==> config.mk <==
export PLATFORM = sky130hd
export DESIGN_NAME = modulo_interval_timer
export DESIGN_NICKNAME = d
export VERILOG_FILES = /design/src/rtl/timer_pkg.sv /design/src/rtl/tmr_ctrl.sv /design/src/rtl/tmr_datapath.sv /design/src/rtl/modulo_interval_timer.sv
export SDC_FILE = /design/constraint.sdc
export NUM_CORES = 1
export LEC_CHECK = 0
export ABC_AREA = 1
export BUFFER_PORTS_ARGS = -buffer_cell sky130_fd_sc_hd__buf_2
export CORE_ASPECT_RATIO = 1.4
export CORE_UTILIZATION = 46
export CTS_CLUSTER_SIZE = 25
export DETAILED_ROUTE_END_ITERATION = 8
export SLEW_MARGIN = 15
export SYNTH_ARGS = -nofsm -noshare
export SYNTH_HDL_FRONTEND = slang
export SYNTH_HIERARCHICAL = 1
export SYNTH_SLANG_ARGS = --single-unit
export TNS_END_PERCENT = 10
==> constraint.sdc <==
create_clock -name clk -period 3.4 [get_ports clk]
set_input_delay 0.68 -clock clk [delete_from_list [all_inputs] [get_ports clk]]
set_output_delay 0.68 -clock clk [all_outputs]
set_load 0.005 [all_outputs]
==> src/rtl/timer_pkg.sv <==
package timer_pkg;
  // register addresses; the read mux and the write decode both use them
  localparam int unsigned ADDR_W = 2;
  localparam logic [ADDR_W-1:0] REG_DIV = 2'd0;
  localparam logic [ADDR_W-1:0] REG_CNT = 2'd1;
  localparam logic [ADDR_W-1:0] REG_MOD = 2'd2;
  localparam logic [ADDR_W-1:0] REG_CTL = 2'd3;

  // control register layout
  localparam int unsigned CTL_EN_BIT = 2;
  localparam int unsigned CTL_W      = 3;

  // strobes from control to datapath
  typedef struct packed {
    logic cntWr;
    logic modWr;
    logic tick;
  } tmrStrobe_t;
endpackage

==> src/rtl/tmr_ctrl.sv <==
module tmr_ctrl
  import timer_pkg::*;
#(
  parameter int unsigned DATA_W = 8,
  parameter int unsigned DIV_W  = 16,
  parameter int unsigned TAP_R0 = 7,
  parameter int unsigned TAP_R1 = 1,
  parameter int unsigned TAP_R2 = 3,
  parameter int unsigned TAP_R3 = 5
) (
  input  logic              clk,
  input  logic              rstN,
  input  logic              busWe,
  input  logic [ADDR_W-1:0] busAddr,
  input  logic [CTL_W-1:0]  ctlWdata,
  output tmrStrobe_t        strobe,
  output logic [DATA_W-1:0] divHigh,
  output logic [CTL_W-1:0]  ctlReg
);
  localparam int unsigned TAP_IDX_W = $clog2(DIV_W);
  localparam int unsigned DIV_HI_LSB = DIV_W - DATA_W;

  logic [DIV_W-1:0]     divCnt;
  logic [TAP_IDX_W-1:0] tapIdx;
  logic                 timerEn;
  logic [1:0]           rateSel;
  logic                 tapNow;
  logic                 tapPrev;
  logic                 wrDiv;
  logic                 wrCtl;

  assign wrDiv = busWe && (busAddr == REG_DIV);
  assign wrCtl = busWe && (busAddr == REG_CTL);

  // free-running divider, cleared by any write
  always_ff @(posedge clk or negedge rstN) begin
    if (!rstN)      divCnt <= '0;
    else if (wrDiv) divCnt <= '0;
    else            divCnt <= divCnt + 1'b1;
  end

  always_ff @(posedge clk or negedge rstN) begin
    if (!rstN) begin
      timerEn <= 1'b0;
      rateSel <= 2'b00;
    end else if (wrCtl) begin
      timerEn <= ctlWdata[CTL_EN_BIT];
      rateSel <= ctlWdata[1:0];
    end
  end

  // non-monotonic rate code to divider bit
  always_comb begin
    unique case (rateSel)
      2'b00:   tapIdx = TAP_IDX_W'(TAP_R0);
      2'b01:   tapIdx = TAP_IDX_W'(TAP_R1);
      2'b10:   tapIdx = TAP_IDX_W'(TAP_R2);
      default: tapIdx = TAP_IDX_W'(TAP_R3);
    endcase
  end

  assign tapNow = divCnt[tapIdx] & timerEn;

  always_ff @(posedge clk or negedge rstN) begin
    if (!rstN) tapPrev <= 1'b0;
    else       tapPrev <= tapNow;
  end

  assign strobe.tick  = tapPrev & ~tapNow;
  assign strobe.cntWr = busWe && (busAddr == REG_CNT);
  assign strobe.modWr = busWe && (busAddr == REG_MOD);

  assign divHigh = divCnt[DIV_W-1:DIV_HI_LSB];
  assign ctlReg  = {timerEn, rateSel};

  // divider steps by one each cycle unless written
  a_r3_div_runs: assert property (@(posedge clk) disable iff (!rstN)
    !wrDiv |=> divCnt == $past(divCnt) + 1'b1);

  // a write clears the divider
  a_r3_div_clear: assert property (@(posedge clk) disable iff (!rstN)
    wrDiv |=> divCnt == '0);

  // no tick may follow a cycle with the enable off
  a_r5_no_tick_off: assert property (@(posedge clk) disable iff (!rstN)
    !timerEn |=> !strobe.tick || $past(tapPrev));
endmodule

==> src/rtl/tmr_datapath.sv <==
module tmr_datapath
  import timer_pkg::*;
#(
  parameter int unsigned DATA_W = 8
) (
  input  logic              clk,
  input  logic              rstN,
  input  tmrStrobe_t        strobe,
  input  logic [DATA_W-1:0] wdata,
  output logic [DATA_W-1:0] cntReg,
  output logic [DATA_W-1:0] modReg,
  output logic              irq
);
  logic atTop;
  assign atTop = (cntReg == {DATA_W{1'b1}});

  always_ff @(posedge clk or negedge rstN) begin
    if (!rstN)             modReg <= '0;
    else if (strobe.modWr) modReg <= wdata;
  end

  // a bus write beats a tick on the same edge
  always_ff @(posedge clk or negedge rstN) begin
    if (!rstN) begin
      cntReg <= '0;
      irq    <= 1'b0;
    end else begin
      irq <= 1'b0;
      if (strobe.cntWr) begin
        cntReg <= wdata;
      end else if (strobe.tick) begin
        if (atTop) begin
          cntReg <= modReg;
          irq    <= 1'b1;
        end else begin
          cntReg <= cntReg + 1'b1;
        end
      end
    end
  end

  // overflow reloads from the modulo register
  a_r6_reload: assert property (@(posedge clk) disable iff (!rstN)
    (strobe.tick && atTop && !strobe.cntWr && !strobe.modWr) |=> (cntReg == $past(modReg)) && irq);

  // request lasts a single cycle
  a_r7_irq_pulse: assert property (@(posedge clk) disable iff (!rstN)
    irq |=> !irq);

  // bus write wins over a tick
  a_r9_write_wins: assert property (@(posedge clk) disable iff (!rstN)
    strobe.cntWr |=> cntReg == $past(wdata));

  // counter holds without tick or write
  a_r5_hold: assert property (@(posedge clk) disable iff (!rstN)
    (!strobe.tick && !strobe.cntWr) |=> $stable(cntReg));
endmodule

==> src/rtl/modulo_interval_timer.sv <==
module modulo_interval_timer
  import timer_pkg::*;
#(
  parameter int unsigned DATA_W = 8,
  parameter int unsigned DIV_W  = 16,
  parameter int unsigned TAP_R0 = 7,
  parameter int unsigned TAP_R1 = 1,
  parameter int unsigned TAP_R2 = 3,
  parameter int unsigned TAP_R3 = 5
) (
  input  logic              clk,
  input  logic              rstN,
  input  logic              busWe,
  input  logic [1:0]        busAddr,
  input  logic [DATA_W-1:0] busWdata,
  output logic [DATA_W-1:0] busRdata,
  output logic              timerIrq
);
  tmrStrobe_t        strobe;
  logic [DATA_W-1:0] divHigh;
  logic [CTL_W-1:0]  ctlReg;
  logic [DATA_W-1:0] cntReg;
  logic [DATA_W-1:0] modReg;

  tmr_ctrl #(
    .DATA_W(DATA_W), .DIV_W(DIV_W),
    .TAP_R0(TAP_R0), .TAP_R1(TAP_R1), .TAP_R2(TAP_R2), .TAP_R3(TAP_R3)
  ) ctrl_i (
    .clk(clk), .rstN(rstN), .busWe(busWe), .busAddr(busAddr),
    .ctlWdata(busWdata[CTL_W-1:0]), .strobe(strobe),
    .divHigh(divHigh), .ctlReg(ctlReg)
  );

  tmr_datapath #(.DATA_W(DATA_W)) dp_i (
    .clk(clk), .rstN(rstN), .strobe(strobe), .wdata(busWdata),
    .cntReg(cntReg), .modReg(modReg), .irq(timerIrq)
  );

  always_comb begin
    unique case (busAddr)
      REG_DIV: busRdata = divHigh;
      REG_CNT: busRdata = cntReg;
      REG_MOD: busRdata = modReg;
      default: busRdata = DATA_W'(ctlReg);
    endcase
  end
endmodule

### Yosys cells after proc, flatten, opt, wreduce, memory -nomap -nowiden

Index checks and enable logic that the tools add are counted.
Widths: inputs -> output; s select.

| cells by class | value |
|---|---|
| add/subtract/negate cells | 2 |
| magnitude comparators | 1 |
| equality and inequality tests | 6 |
| mux-type cells | 11 |
| bitwise logic cells | 3 |
| reduce and logical (&&, ||, !) cells | 7 |

Operator list:

| cell | count |
|---|---|
| $mux 8 | 3 |
| $pmux 8 s3 | 1 |
| $add 16x1->16 const B | 1 |
| $mux 16 | 1 |
| $pmux 3 s3 | 1 |
| $add 8x1->8 const B | 1 |
| $eq 8x8->1 const B | 1 |
| $eq 2x2->1 const B | 3 |
| $lt 3x5->1 const B | 1 |
| $bmux 1 s4 | 1 |
| $eq 2x1->1 const B | 2 |
| $logic_and 1x1->1 | 4 |
| $logic_not 2->1 | 2 |
| $mux 1 | 4 |
| $and 1x1->1 | 2 |
| $reduce_bool 2->1 | 1 |
| $not 1->1 | 1 |

| storage, ports and cells | value |
|---|---|
| bits in registers | 37 |
| output and inout port bits | 9 |

### Logic depth before layout (Yosys ltp)

Gate-level depths: netlist of the first run.

| logic depth | value |
|---|---|
| word-level depth | 9 |
| mapped depth | 13 |
| gate-level depth less buffers | 13 |

### Modules after synthesis

Netlist of the first run, hierarchy kept.

By module, submodules not included:

| module | times used | cells an instance | area each (um2) | sequential area each (um2) |
|---|---|---|---|---|
| tmr_ctrl | 1 | 147 | 1191.1 | 500.5 |
| tmr_datapath | 1 | 126 | 991.0 | 425.4 |
| modulo_interval_timer | 1 | 42 | 210.2 | 0.0 |

### Least setup slack after synthesis of the first run

No wires, ideal clock.

| timing path | value |
|---|---|
| path type | input -> register |
| start point | input port busAddr[0] |
| end point | register dp_i.cntReg[6] |
| library setup time | 0.127 ns |
| data arrival time | 1.726 ns |
| data required time | 3.273 ns |
| path slack | 1.547 ns |
| stages | 6 |
| buffers on the path | 1 |
| cells stage by stage | inv_2 -> nor3_1 -> buf_2 -> nor2_1 -> o21ai_1 -> nand3_1 |

RTL lines:

| what | line | text |
|---|---|---|
| start: declaration | modulo_interval_timer.sv:14 | `input logic [1:0] busAddr,` |
| end signal: assignment | tmr_datapath.sv:30 | `cntReg <= wdata;` |
| end signal: assignment | tmr_datapath.sv:33 | `cntReg <= modReg;` |
| end signal: assignment | tmr_datapath.sv:36 | `cntReg <= cntReg + 1'b1;` |
| end: declaration | tmr_datapath.sv:10 | `output logic [DATA_W-1:0] cntReg,` |

### Worst setup path in the final report of the first run

| timing path | value |
|---|---|
| start point | input port busAddr[1] |
| end point | output port busRdata[4] |

| on the way | value |
|---|---|
| cells in the longest elaborated chain, start to end | 2 |

Ends and longest elaborated chain:

| what | line | text |
|---|---|---|
| $eq 2x2->1, or another cell as far along | modulo_interval_timer.sv:40 | `unique case (busAddr)` |
| $pmux 8 s3 * | modulo_interval_timer.sv:40 |  |
| end: declaration | modulo_interval_timer.sv:16 | `output logic [DATA_W-1:0] busRdata,` |

Every way passes the cells marked *; elsewhere a longest branch is shown, timed or not.

==> impl_summary.txt, run 1 <==
----------------------------------------------------
[Timing]
  Clock tree skew after final layout ... around 0.0053 ns
  Number of max-slew violations in the final report ... 0
  Number of hold violations in the final report ... 0
  Part of the cycle the worst path needs ... 64.2%
  Final Critical Period ... between 2 and 2.5 ns
  Relative slew slack ... 44.1%
  Slew of the pin with the lowest slew margin ... approximately 0.84 ns
  Total setup violations reported at the end of the flow ... 0
  Unrepaired setup endpoints after global routing ... false
  Fmax ... around 460 MHz
  Final-layout setup total negative slack ... 0 ns

[Critical path]
  Startpoint class of the critical path ... input pin
  Worst reg2reg setup slack ... around 1.8 ns
  Crit Path Max Fanout ... 12
  Critical path endpoint category ... output port
  Origin of the critical flop-to-flop path ... ctrl_i/divCnt[7]
  Critical path start-end classification ... input pin to output port
  Endpoint required time on the critical path ... approximately 2.7 ns
  Worst-case reg-to-reg path depth ... 10
  R2R Path End ... dp_i/cntReg[7]
  Signal arrival time at the worst endpoint ... 1.50 ns

[Job]
  Max capacitance violation total ... 0

[Clock tree]
  Buffers inserted by post-CTS timing repair ... 0
  Clock sink count ... 37
  Hold buffers post-CTS ... 0
  Number of H-tree levels ... 2
  TritonCTS clock tree ... built
  Number of gates resized after cts ... 0
  Library cell used as clock root buffer ... clkbuf_8
  Num CTS Buffers ... 5
  Latest clock arrival within the worst-skew pair ... between 0.2 and 0.3 ns
  Longest Clk Path Bufs ... 2
  Clock transition at the register clock pins on the worst setup and hold paths after CTS ... ~0.070 ns

[Die]
  Floorplan die area ... ~5500 µm²
  Core ar. ... just under 5000 µm²
  Starting density of the core ... between 40% and 50%
  Number of cell rows ... 30
  DIE WIDTH ... between 60 and 70 µm
  Height of the chip ... between 80 and 90 µm
  Number of placed I/O pins ... 22

[Placed design]
  Placed wire-length estimate ... a little over 4 mm
  IO Port Bufs ... 21
  Post-detailed-placement cell area ... ~2500 µm²
  Routability congestion estimate ... 0.826

[Route]
  Routed metal-1 wire length ... about 2.1 mm
  Wire length on met3 ... approximately 97 µm
  Detail-routed via count per cell ... just under 5
  Highest metal layer with signal wires ... met4
  DRC marker count from the first detailed-route iteration ... 108
  Antenna Nets Post-Route ... 0
  Total DRC errors in the routed layout ... 0
  Overall via count from detail_route ... 1959
  Wire per inst ... roughly 13 µm
  DRT Wirelength ... roughly 5.3 mm
  WL met2 ... 2.93 mm
  Iteration count of the initial detailed-routing pass ... 4

[Layout]
  Top library cells by usage in the layout, fill and taps aside ... nand2_1, nand3_1, dfrtp_1, inv_1, nor2_1
  Most common cell after layout, fill and taps aside ... nand2_1
  Antenna diodes ... 0
  Ratio of cells with drive above 1 in the final layout ... a little over a fifth
  Area growth, synth to finish ... 8.05%
  Post-Layout Inst Area ... roughly 2600 µm²
  Nets ... roughly 350

[Global route]
  Gr ovfl total ... 0
  Initial antenna violation count ... 0
  Total GRT Usage ... between 20% and 30%
  Largest net degree at the start of global routing ... 38
  Wire length of the first global-routing pass ... slightly above 9 mm
  Via count of the first global-routing pass ... 1987

[Synthesis]
  Count of mapped cells out of synthesis ... roughly 320
  Number of distinct library cells after synthesis ... 34
  Number of nets in the synthesized netlist ... 330
  Post-synthesis register bit count ... 37
  Syn_area_per_cell ... approximately 7.6 µm²
  Share of synthesized area occupied by flip-flops and latches ... roughly 39%
  Cell area after technology mapping ... 2390 µm²
  Synthesis warning total ... 6

[Power and ir drop]
  Peak VDD IR ... 0.000300 V
  Power density normalized to cell area ... roughly 530 nW/µm²
  Leakage power figure ... roughly 0.0013 µW
  Tot Pwr ... about 1400 µW

[Outcome]
  Status ... finished clean

[Min path]
  Class of the most critical hold timing path ... input pin to asynchronous set/reset pin

----------------------------------------------------
==> registers in the layout, indices dropped and copies added, names as in the netlist <==
name            count
ctrl_i/rateSel      2
ctrl_i/timerEn      1
dp_i/cntReg         8
ctrl_i/tapPrev      1
dp_i/modReg         8
ctrl_i/divCnt      16
dp_i/irq            1
==> how the worst max path moves through the flow <==
| stage | startpoint | end | slack, ns | cells past startpoint |
|---|---|---|---|---|
| 4_1_cts | busAddr[1] | busRdata[4] | 1.20 | 6 |
| 3_5_place_dp | busAddr[1] | busRdata[4] | 1.20 | 6 |
| 5_1_grt | busAddr[0] | busRdata[3] | 1.09 | 6 |
| 3_3_place_gp | busAddr[1] | busRdata[4] | 1.23 | 6 |
| 2_1_floorplan | busAddr[0] | dp_i/cntReg[6] | 1.55 | 6 |
| 6_report | busAddr[1] | busRdata[4] | 1.22 | 6 |
==> through the flow <==
| stage | utilization (%) | hold WS (ns) | instances | worst slack (ns) |
|---|---|---|---|---|
| after floorplan | - | 0.384 | 315 | 1.55 |
| after global placement | 50.8 | 0.483 | 389 | 1.23 |
| after detailed placement | 50.8 | 0.486 | 389 | 1.20 |
| after CTS | 52.6 | 0.498 | 396 | 1.20 |
| after global routing | 52.6 | 0.520 | 396 | 1.09 |
| final | 52.6 | 0.492 | 396 | 1.22 |
==> worst max-delay path, cell delays in order <==
cell     delay, ns
buf_2         0.24
inv_2         0.09
nor2_2        0.20
nand2_1       0.10
nand3_1       0.08
buf_2         0.11
==> metal layers <==
| metal | vias to the layer above | track usage (%) |
|---|---|---|
| met5 | - | 0 |
| met4 | 0 | 8.46 |
| met3 | 8 | 3.53 |
| met2 | 21 | 42.5 |
| met1 | 901 | 22.8 |
| li1 | 1029 | - |
==> cell type report <==
class | instances | area (µm²)
Tap cell | 64 | 80.1
Timing Repair Buffer | 23 | 120
Clock buffer | 7 | 86.3
Inverter | 40 | 150
Sequential cell | 37 | 926
Fill cell | 498 | 2330
Multi-Input combinational cell | 225 | 1220
==> power breakdown <==
part           internal, µW  switching, µW
clock network           161            149
logic                   159            252
registers               536            124
==> kinds of logic after synthesis <==
group	after synthesis	synth area share, %
adder cells (fa/ha/maj)	2	1.05
buffers and inverters	53	10.4
AND/OR/NAND/NOR	188	39.6
XOR/XNOR	3	1.10
AO/OA/AOI/OAI	28	7.22
multiplexers	4	1.88
flip-flops	37	38.7
==> cell usage after synthesis <==
| cell type | count | share of area (%) |
|---|---|---|
| a21oi_1 | 4 | 0.84 |
| nor3_1 | 3 | 0.63 |
| buf_6 | 2 | 0.94 |
| dfrtp_1 | 37 | 39 |
| o211ai_1 | 1 | 0.31 |
| nand3_2 | 2 | 0.84 |
| nand3b_1 | 1 | 0.31 |
| nor2_8 | 4 | 3.3 |
| nand4_1 | 5 | 1.3 |
| o21bai_1 | 2 | 0.63 |
| nand2_2 | 9 | 2.4 |
| mux2_2 | 1 | 0.47 |
| nor2_4 | 4 | 1.9 |
| clkbuf_1 | 1 | 0.16 |
| nand3_1 | 41 | 8.6 |
| nor3_2 | 1 | 0.42 |
| nor2_1 | 26 | 4.1 |
| o21a_1 | 1 | 0.31 |
| buf_4 | 9 | 2.8 |
| xor2_1 | 2 | 0.73 |
| inv_2 | 8 | 1.3 |
| ha_1 | 2 | 1.0 |
| o21ai_0 | 11 | 2.3 |
| nor2_2 | 8 | 2.1 |
| nand2_1 | 82 | 13 |
| nand2_4 | 2 | 0.94 |
| xnor2_1 | 1 | 0.37 |
| mux2_1 | 3 | 1.4 |
| o21bai_2 | 2 | 0.94 |
| buf_2 | 1 | 0.21 |
| o21ai_1 | 3 | 0.63 |
| clkinv_1 | 1 | 0.16 |
| inv_1 | 31 | 4.9 |
| a22oi_1 | 4 | 1.3 |
Note: power is estimated with default switching activity, not from simulation.
==> inputs of run 2 (changes only) <==
ABC_AREA = 0   (was 1)
PLACE_DENSITY = 0.67   (was unset)
clock period = 1.85 ns   (was 3.4 ns; I/O delays follow)
==> impl_summary.txt, run 2 <==
----------------------------------------------------
[Layout]
  Ratio of cells with drive above 1 in the final layout ... roughly a third
  FILL cells ... ~410
  Multi-input gate area in the final layout ... between 1000 and 1500 µm²
  Most common cell after layout, fill and taps aside ... dfrtp_1
  Antenna diodes ... 0
  Nets ... between 200 and 250
  Register cell area after layout ... around 900 µm²
  Finished Layout Cells ... 290
  Top library cells by usage in the layout, fill and taps aside ... dfrtp_1, buf_2, nor2_1, buf_4, nand2_1
  Flip-flop count of the largest register, all copies and words added ... 16
  Area growth, synth to finish ... 15.4%
  Largest registers ... ctrl_i/divCnt (16), dp_i/cntReg (8), dp_i/modReg (8)
  Largest register by flop count ... ctrl_i/divCnt

[Clock tree]
  Library cell used as clock root buffer ... clkbuf_8
  Clock sink count ... 37
  Num CTS Buffers ... 5
  Clock transition at the register clock pins on the worst setup and hold paths after CTS ... ~0.080 ns
  TritonCTS clock tree ... built
  Latest clock arrival within the worst-skew pair ... around 0.29 ns
  Longest Clk Path Bufs ... 2
  Number of H-tree levels ... 2

[Timing]
  Number of hold violations in the final report ... 0
  Clock tree skew after final layout ... roughly 0.0099 ns
  Min setup slack post-route ... between 0.03 and 0.04 ns
  Slew of the pin with the lowest slew margin ... between 0.4 and 0.5 ns
  Part of the cycle the worst path needs ... 98.2%
  Final-layout setup total negative slack ... 0 ns
  Final Critical Period ... 1.82 ns
  Fmax ... 550 MHz
  Number of max-slew violations in the final report ... 0
  Relative slew slack ... between 60% and 70%
  Unrepaired setup endpoints after global routing ... true
  Total setup violations reported at the end of the flow ... 0

[Synthesis]
  Post-synthesis register bit count ... 37
  Number of distinct library cells after synthesis ... 42
  Cell area after technology mapping ... ~2200 µm²
  Number of enable flip-flop cells after synthesis ... 0
  Biggest area consumer among synthesized cells ... dfrtp_1
  Number of nets in the synthesized netlist ... 215
  Syn_area_per_cell ... about 11 µm²
  Portion of synthesized cell area occupied by the leading cell type ... between 40 and 50%
  Count of mapped cells out of synthesis ... 200
  Synthesis warning total ... 6
  Share of synthesized area occupied by flip-flops and latches ... a little over two fifths
  Commonest cells in the synthesized netlist ... dfrtp_1, nor2_1, nand2_1, mux2_2, buf_4
  Largest cells by area after synthesis ... dfrtp_1, mux2_2, mux2i_1
  Dominant synthesized flop cell ... dfrtp_1
  Most repeated cell in the gate-level netlist after synthesis ... dfrtp_1
  Share of flip-flops with an asynchronous set or reset ... 100%

[Critical path]
  Crit Path Max Fanout ... 4
  Signal arrival time at the worst endpoint ... 1.99 ns
  Endpoint required time on the critical path ... approximately 2.0 ns
  Startpoint class of the critical path ... register
  Critical path start-end classification ... register to register
  Worst-case reg-to-reg path depth ... 7
  Critical path endpoint category ... register

[Route]
  Overall via count from detail_route ... 1586
  DRC marker count from the first detailed-route iteration ... 70
  Wire per inst ... around 16 µm
  Total DRC errors in the routed layout ... 0
  Antenna Nets Post-Route ... 0
  Detail-routed via count per cell ... 5.47
  DRT Wirelength ... 4.60 mm
  Iteration count of the initial detailed-routing pass ... 4

[Min path]
  Class of the most critical hold timing path ... input pin to asynchronous set/reset pin

[Power and ir drop]
  Clock network fraction of design power ... between 20% and 30%
  Sw Ratio ... a little under a third
  Portion of total power attributed to sequential cells ... a little under half
  Internal cell power ... about 1800 µW
  Power density normalized to cell area ... 1050 nW/µm²
  Power dissipated by switching net loads ... between 800 and 900 µW
  Peak VDD IR ... 0.000634 V
  Leakage power figure ... 0.00111 µW
  Comb power frac ... between 20% and 30%

[Global route]
  Gr ovfl total ... 0
  Largest net degree at the start of global routing ... 21
  Wire length of the first global-routing pass ... 7.60 mm
  Initial antenna violation count ... 0
  Total GRT Usage ... roughly a fifth
  Via count of the first global-routing pass ... between 1.5k and 2k

[Die]
  Floorplan die area ... ~5000 µm²
  Starting density of the core ... between 40% and 50%
  Number of placed I/O pins ... 22
  Height of the chip ... approximately 83 µm
  Core ar. ... ~4500 µm²
  DIE WIDTH ... around 60 µm
  Number of cell rows ... 29

[Placed design]
  Placement Setup Slack ... 0.0124 ns
  Routability congestion estimate ... roughly 0.82
  Placed wire-length estimate ... around 3.4 mm
  IO Port Bufs ... 21
  Post-placement cell count ... between 200 and 300

[Job]
  Max capacitance violation total ... 0

[Outcome]
  Status ... finished clean

----------------------------------------------------
-- run 2: final timing paths --
| check | from | end | slack, ns |
|---|---|---|---|
| max | ctrl_i/rateSel[1] | dp_i/cntReg[6] | 0.03 |
| min | rstN | ctrl_i/divCnt[3] | 0.03 |
| max reg2reg | ctrl_i/rateSel[1] | dp_i/cntReg[6] | 0.03 |
| min reg2reg | ctrl_i/divCnt[0] | ctrl_i/divCnt[0] | 0.53 |
| max in group asynchronous | rstN | ctrl_i/divCnt[6] | 1.36 |
| min in group clk | busWdata[4] | dp_i/cntReg[4] | 0.31 |
-- run 2: final cells by class --
cell class	count	area share [%]
repair buffers	36	9.19
well taps	62	3.10
multi-input cells	144	45.5
clock inverters	2	1.50
clock buffers	6	3.30
flip-flops and latches	37	37.0
inverters	3	0.450
-- run 2: kinds of logic after synthesis --
group / Yosys count / share of synthesized area [%]
and+or+nand+nor: 77 / 22.7
buffers and inverters: 19 / 5.53
adders and majority gates: 2 / 1.15
AOI/OAI and AO/OA: 27 / 8.07
xor gates and xnor gates: 13 / 5.24
DFF: 37 / 42.7
muxes: 25 / 14.7
-- run 2: metal layers --
metal  GRT usage, %  wire, µm  vias up
met4           9.73        92        0
met1           24.3      1930      800
met3           4.67       126        8
met5              0         0        -
li1               -         -      756
met2           33.9      2460       22
-- run 2: worst max-delay path, cell delays in order (launching register included) --
cell,delay [ns]
dfrtp_1,0.38
mux4_2,0.50
and2_4,0.16
nor2b_4,0.13
and4_4,0.24
nand3_2,0.08
mux2i_1,0.15
o21ai_1,0.07
-- run 2: power by group through the flow --
stage                     Combinational (µW)  Sequential, µW  Clock (µW)
after floorplan                          474            1150           0
after global placement                   682            1190           0
after detailed placement                 703            1200           0
after CTS                                709            1180         746
after global routing                     783            1210         785
final                                    716            1190         730
-- run 2: per-stage QoR --
stage          utilization (%)  total power [µW]  hold slack (ns)  cell area [µm²]
2_1_floorplan                -              1620           0.0744             2180
5_1_grt                   55.2              2780           0.0578             2500
3_3_place_gp              52.2              1870            0.359             2370
6_report                  55.2              2630           0.0291             2500
3_5_place_dp              52.2              1900            0.357             2370
4_1_cts                   55.0              2640           0.0411             2490
-- run 2: what timing repair did --
action / 4_1_cts / 5_1_grt
pin swaps: 0 / 0
buffers inserted: 0 / 1
gates resized for setup: 1 / 2
hold buffers: 0 / 0
endpoints found under the setup margin: 1 / 3
==> inputs of run 3 (changes only) <==
ABC_AREA = unset   (was 0)
PLACE_DENSITY = unset   (was 0.67)
clock period = 2.3 ns   (was 1.85 ns; I/O delays follow)
==> impl_summary.txt, run 3 (same netlist as run 2, synthesis figures left out) <==
----------------------------------------------------
[Outcome]
  Status ... finished clean

[Global route]
  Wire length of the first global-routing pass ... ~8.0 mm
  Initial antenna violation count ... 0
  Total GRT Usage ... 21.5%
  Gr ovfl total ... 0
  Largest net degree at the start of global routing ... 38
  Via count of the first global-routing pass ... between 1.5k and 2k

[Route]
  Overall via count from detail_route ... 1542
  DRC marker count from the first detailed-route iteration ... 76
  Antenna Nets Post-Route ... 0
  Total DRC errors in the routed layout ... 0
  DRT Wirelength ... 4.60 mm
  Wire per inst ... about 16 µm
  Iteration count of the initial detailed-routing pass ... 4
  Detail-routed via count per cell ... 5.47

[Power and ir drop]
  Power density normalized to cell area ... between 800 and 900 nW/µm²
  Internal cell power ... around 1300 µW
  Peak VDD IR ... 0.000439 V
  Leakage power figure ... approximately 0.0011 µW
  Comb power frac ... a little over a quarter
  Sw Ratio ... between 30% and 40%
  Power dissipated by switching net loads ... ~660 µW
  Tot Pwr ... about 2000 µW
  Portion of total power attributed to sequential cells ... roughly half
  Clock network fraction of design power ... 23.7%

[Critical path]
  Crit Path Max Fanout ... 4
  Kind of cell with the highest combined delay on the critical path ... simple AND/OR/NAND/NOR gates
  Endpoint required time on the critical path ... 2.48 ns
  Buffers and inverters on the worst path ... 0
  Signal arrival time at the worst endpoint ... ~2.2 ns
  Critical path endpoint category ... register
  Delay of the slowest cell on the worst path ... roughly 0.57 ns
  Critical path start-end classification ... register to register
  Cell with the largest stage delay on the worst path ... mux4_1
  Startpoint class of the critical path ... register
  Critical path cell sequence ... mux4_1 -> and2_1 -> nor2b_2 -> and4_1 -> nand3_1 -> mux2i_1 -> o21ai_0

[Timing]
  Clock tree skew after final layout ... roughly 0.0056 ns
  Relative slew slack ... around 46%
  Part of the cycle the worst path needs ... between 80 and 90%
  Unrepaired setup endpoints after global routing ... false
  Final-layout setup total negative slack ... 0 ns
  Number of max-slew violations in the final report ... 0
  Fmax ... 486 MHz
  Number of hold violations in the final report ... 0
  Final Critical Period ... roughly 2.1 ns
  Slew of the pin with the lowest slew margin ... 0.816 ns
  Total setup violations reported at the end of the flow ... 0

[Job]
  Max capacitance violation total ... 0

[Clock tree]
  Buffers inserted by post-CTS timing repair ... 0
  Longest Clk Path Bufs ... 2
  Clock sink count ... 37
  Hold buffers post-CTS ... 0
  TritonCTS clock tree ... built
  Latest clock arrival within the worst-skew pair ... roughly 0.30 ns
  Number of H-tree levels ... 2
  Number of gates resized after cts ... 0
  Library cell used as clock root buffer ... clkbuf_8
  Num CTS Buffers ... 5
  Clock transition at the register clock pins on the worst setup and hold paths after CTS ... roughly 0.070 ns

[Layout]
  Area growth, synth to finish ... 10.3%
  Top library cells by usage in the layout, fill and taps aside ... dfrtp_1, buf_2, nor2_1, nand2_1, mux2_2
  Largest registers ... ctrl_i/divCnt (16), dp_i/cntReg (8), dp_i/modReg (8)
  Largest register by flop count ... ctrl_i/divCnt
  Antenna diodes ... 0
  Ratio of cells with drive above 1 in the final layout ... 29.1%
  Most common cell after layout, fill and taps aside ... dfrtp_1
  Flip-flop count of the largest register, all copies and words added ... 16
  Nets ... 235

[Placed design]
  Routability congestion estimate ... 0.806
  IO Port Bufs ... 21
  Placed wire-length estimate ... ~3.3 mm

[Die]
  Core ar. ... 4540 µm²
  DIE WIDTH ... about 60 µm
  Starting density of the core ... 47.9%
  Height of the chip ... about 83 µm
  Floorplan die area ... between 5000 and 6000 µm²
  Number of cell rows ... 29
  Number of placed I/O pins ... 22

[Min path]
  Class of the most critical hold timing path ... input pin to asynchronous set/reset pin

----------------------------------------------------
run 3: power groups by stage:
stage	Combinational, µW	Clock, µW	Sequential, µW
6_report	524	464	972
4_1_cts	526	481	966
3_3_place_gp	506	0	972
5_1_grt	590	509	994
2_1_floorplan	371	0	918
3_5_place_dp	522	0	978
run 3: worst reg2reg max path, stage by stage, from the launching register on:
cell and delay, ns:
dfrtp_1 0.39, mux4_1 0.57, and2_1 0.20, nor2b_2 0.17, and4_1 0.27, nand3_1 0.11
mux2i_1 0.15, o21ai_0 0.08
run 3: per-stage QoR:
step / std cells / setup WS [ns] / hold slack, ns / util, % / instance area, µm²
3_5_place_dp: 275 / 0.210 / 0.522 / 50.8 / 2300
3_3_place_gp: 275 / 0.269 / 0.522 / 50.8 / 2300
2_1_floorplan: 200 / 0.196 / 0.164 / - / 2170
6_report: 282 / 0.244 / 0.249 / 52.8 / 2390
5_1_grt: 282 / 0.0980 / 0.330 / 52.8 / 2390
4_1_cts: 282 / 0.191 / 0.289 / 52.7 / 2390
run 3: worst paths after layout:
kind	start	to	slack, ns	cells after the start
setup / recovery	ctrl_i/rateSel[1]	dp_i/cntReg[6]	0.24	7
hold / removal	rstN	dp_i/irq	0.25	1
setup reg to reg	ctrl_i/rateSel[1]	dp_i/cntReg[6]	0.24	7
hold reg to reg	ctrl_i/divCnt[0]	ctrl_i/divCnt[0]	0.54	1
max in group asynchronous	rstN	ctrl_i/divCnt[14]	1.52	1
min in group clk	busWdata[4]	dp_i/cntReg[4]	0.39	3
run 3: cell type report:
cell class	count	area [µm²]
fillers	416	2140
multi-input cells	144	1130
flip-flops and latches	37	926
repair buffers	29	165
clock buffers	7	86.3
well taps	62	77.6
inverters	3	11.3
run 3: layer usage:
metal  wire (µm)  track usage, %
met5           0               0
met4         133            10.6
met3         158            5.92
met2        2450            36.2
met1        1860            24.0
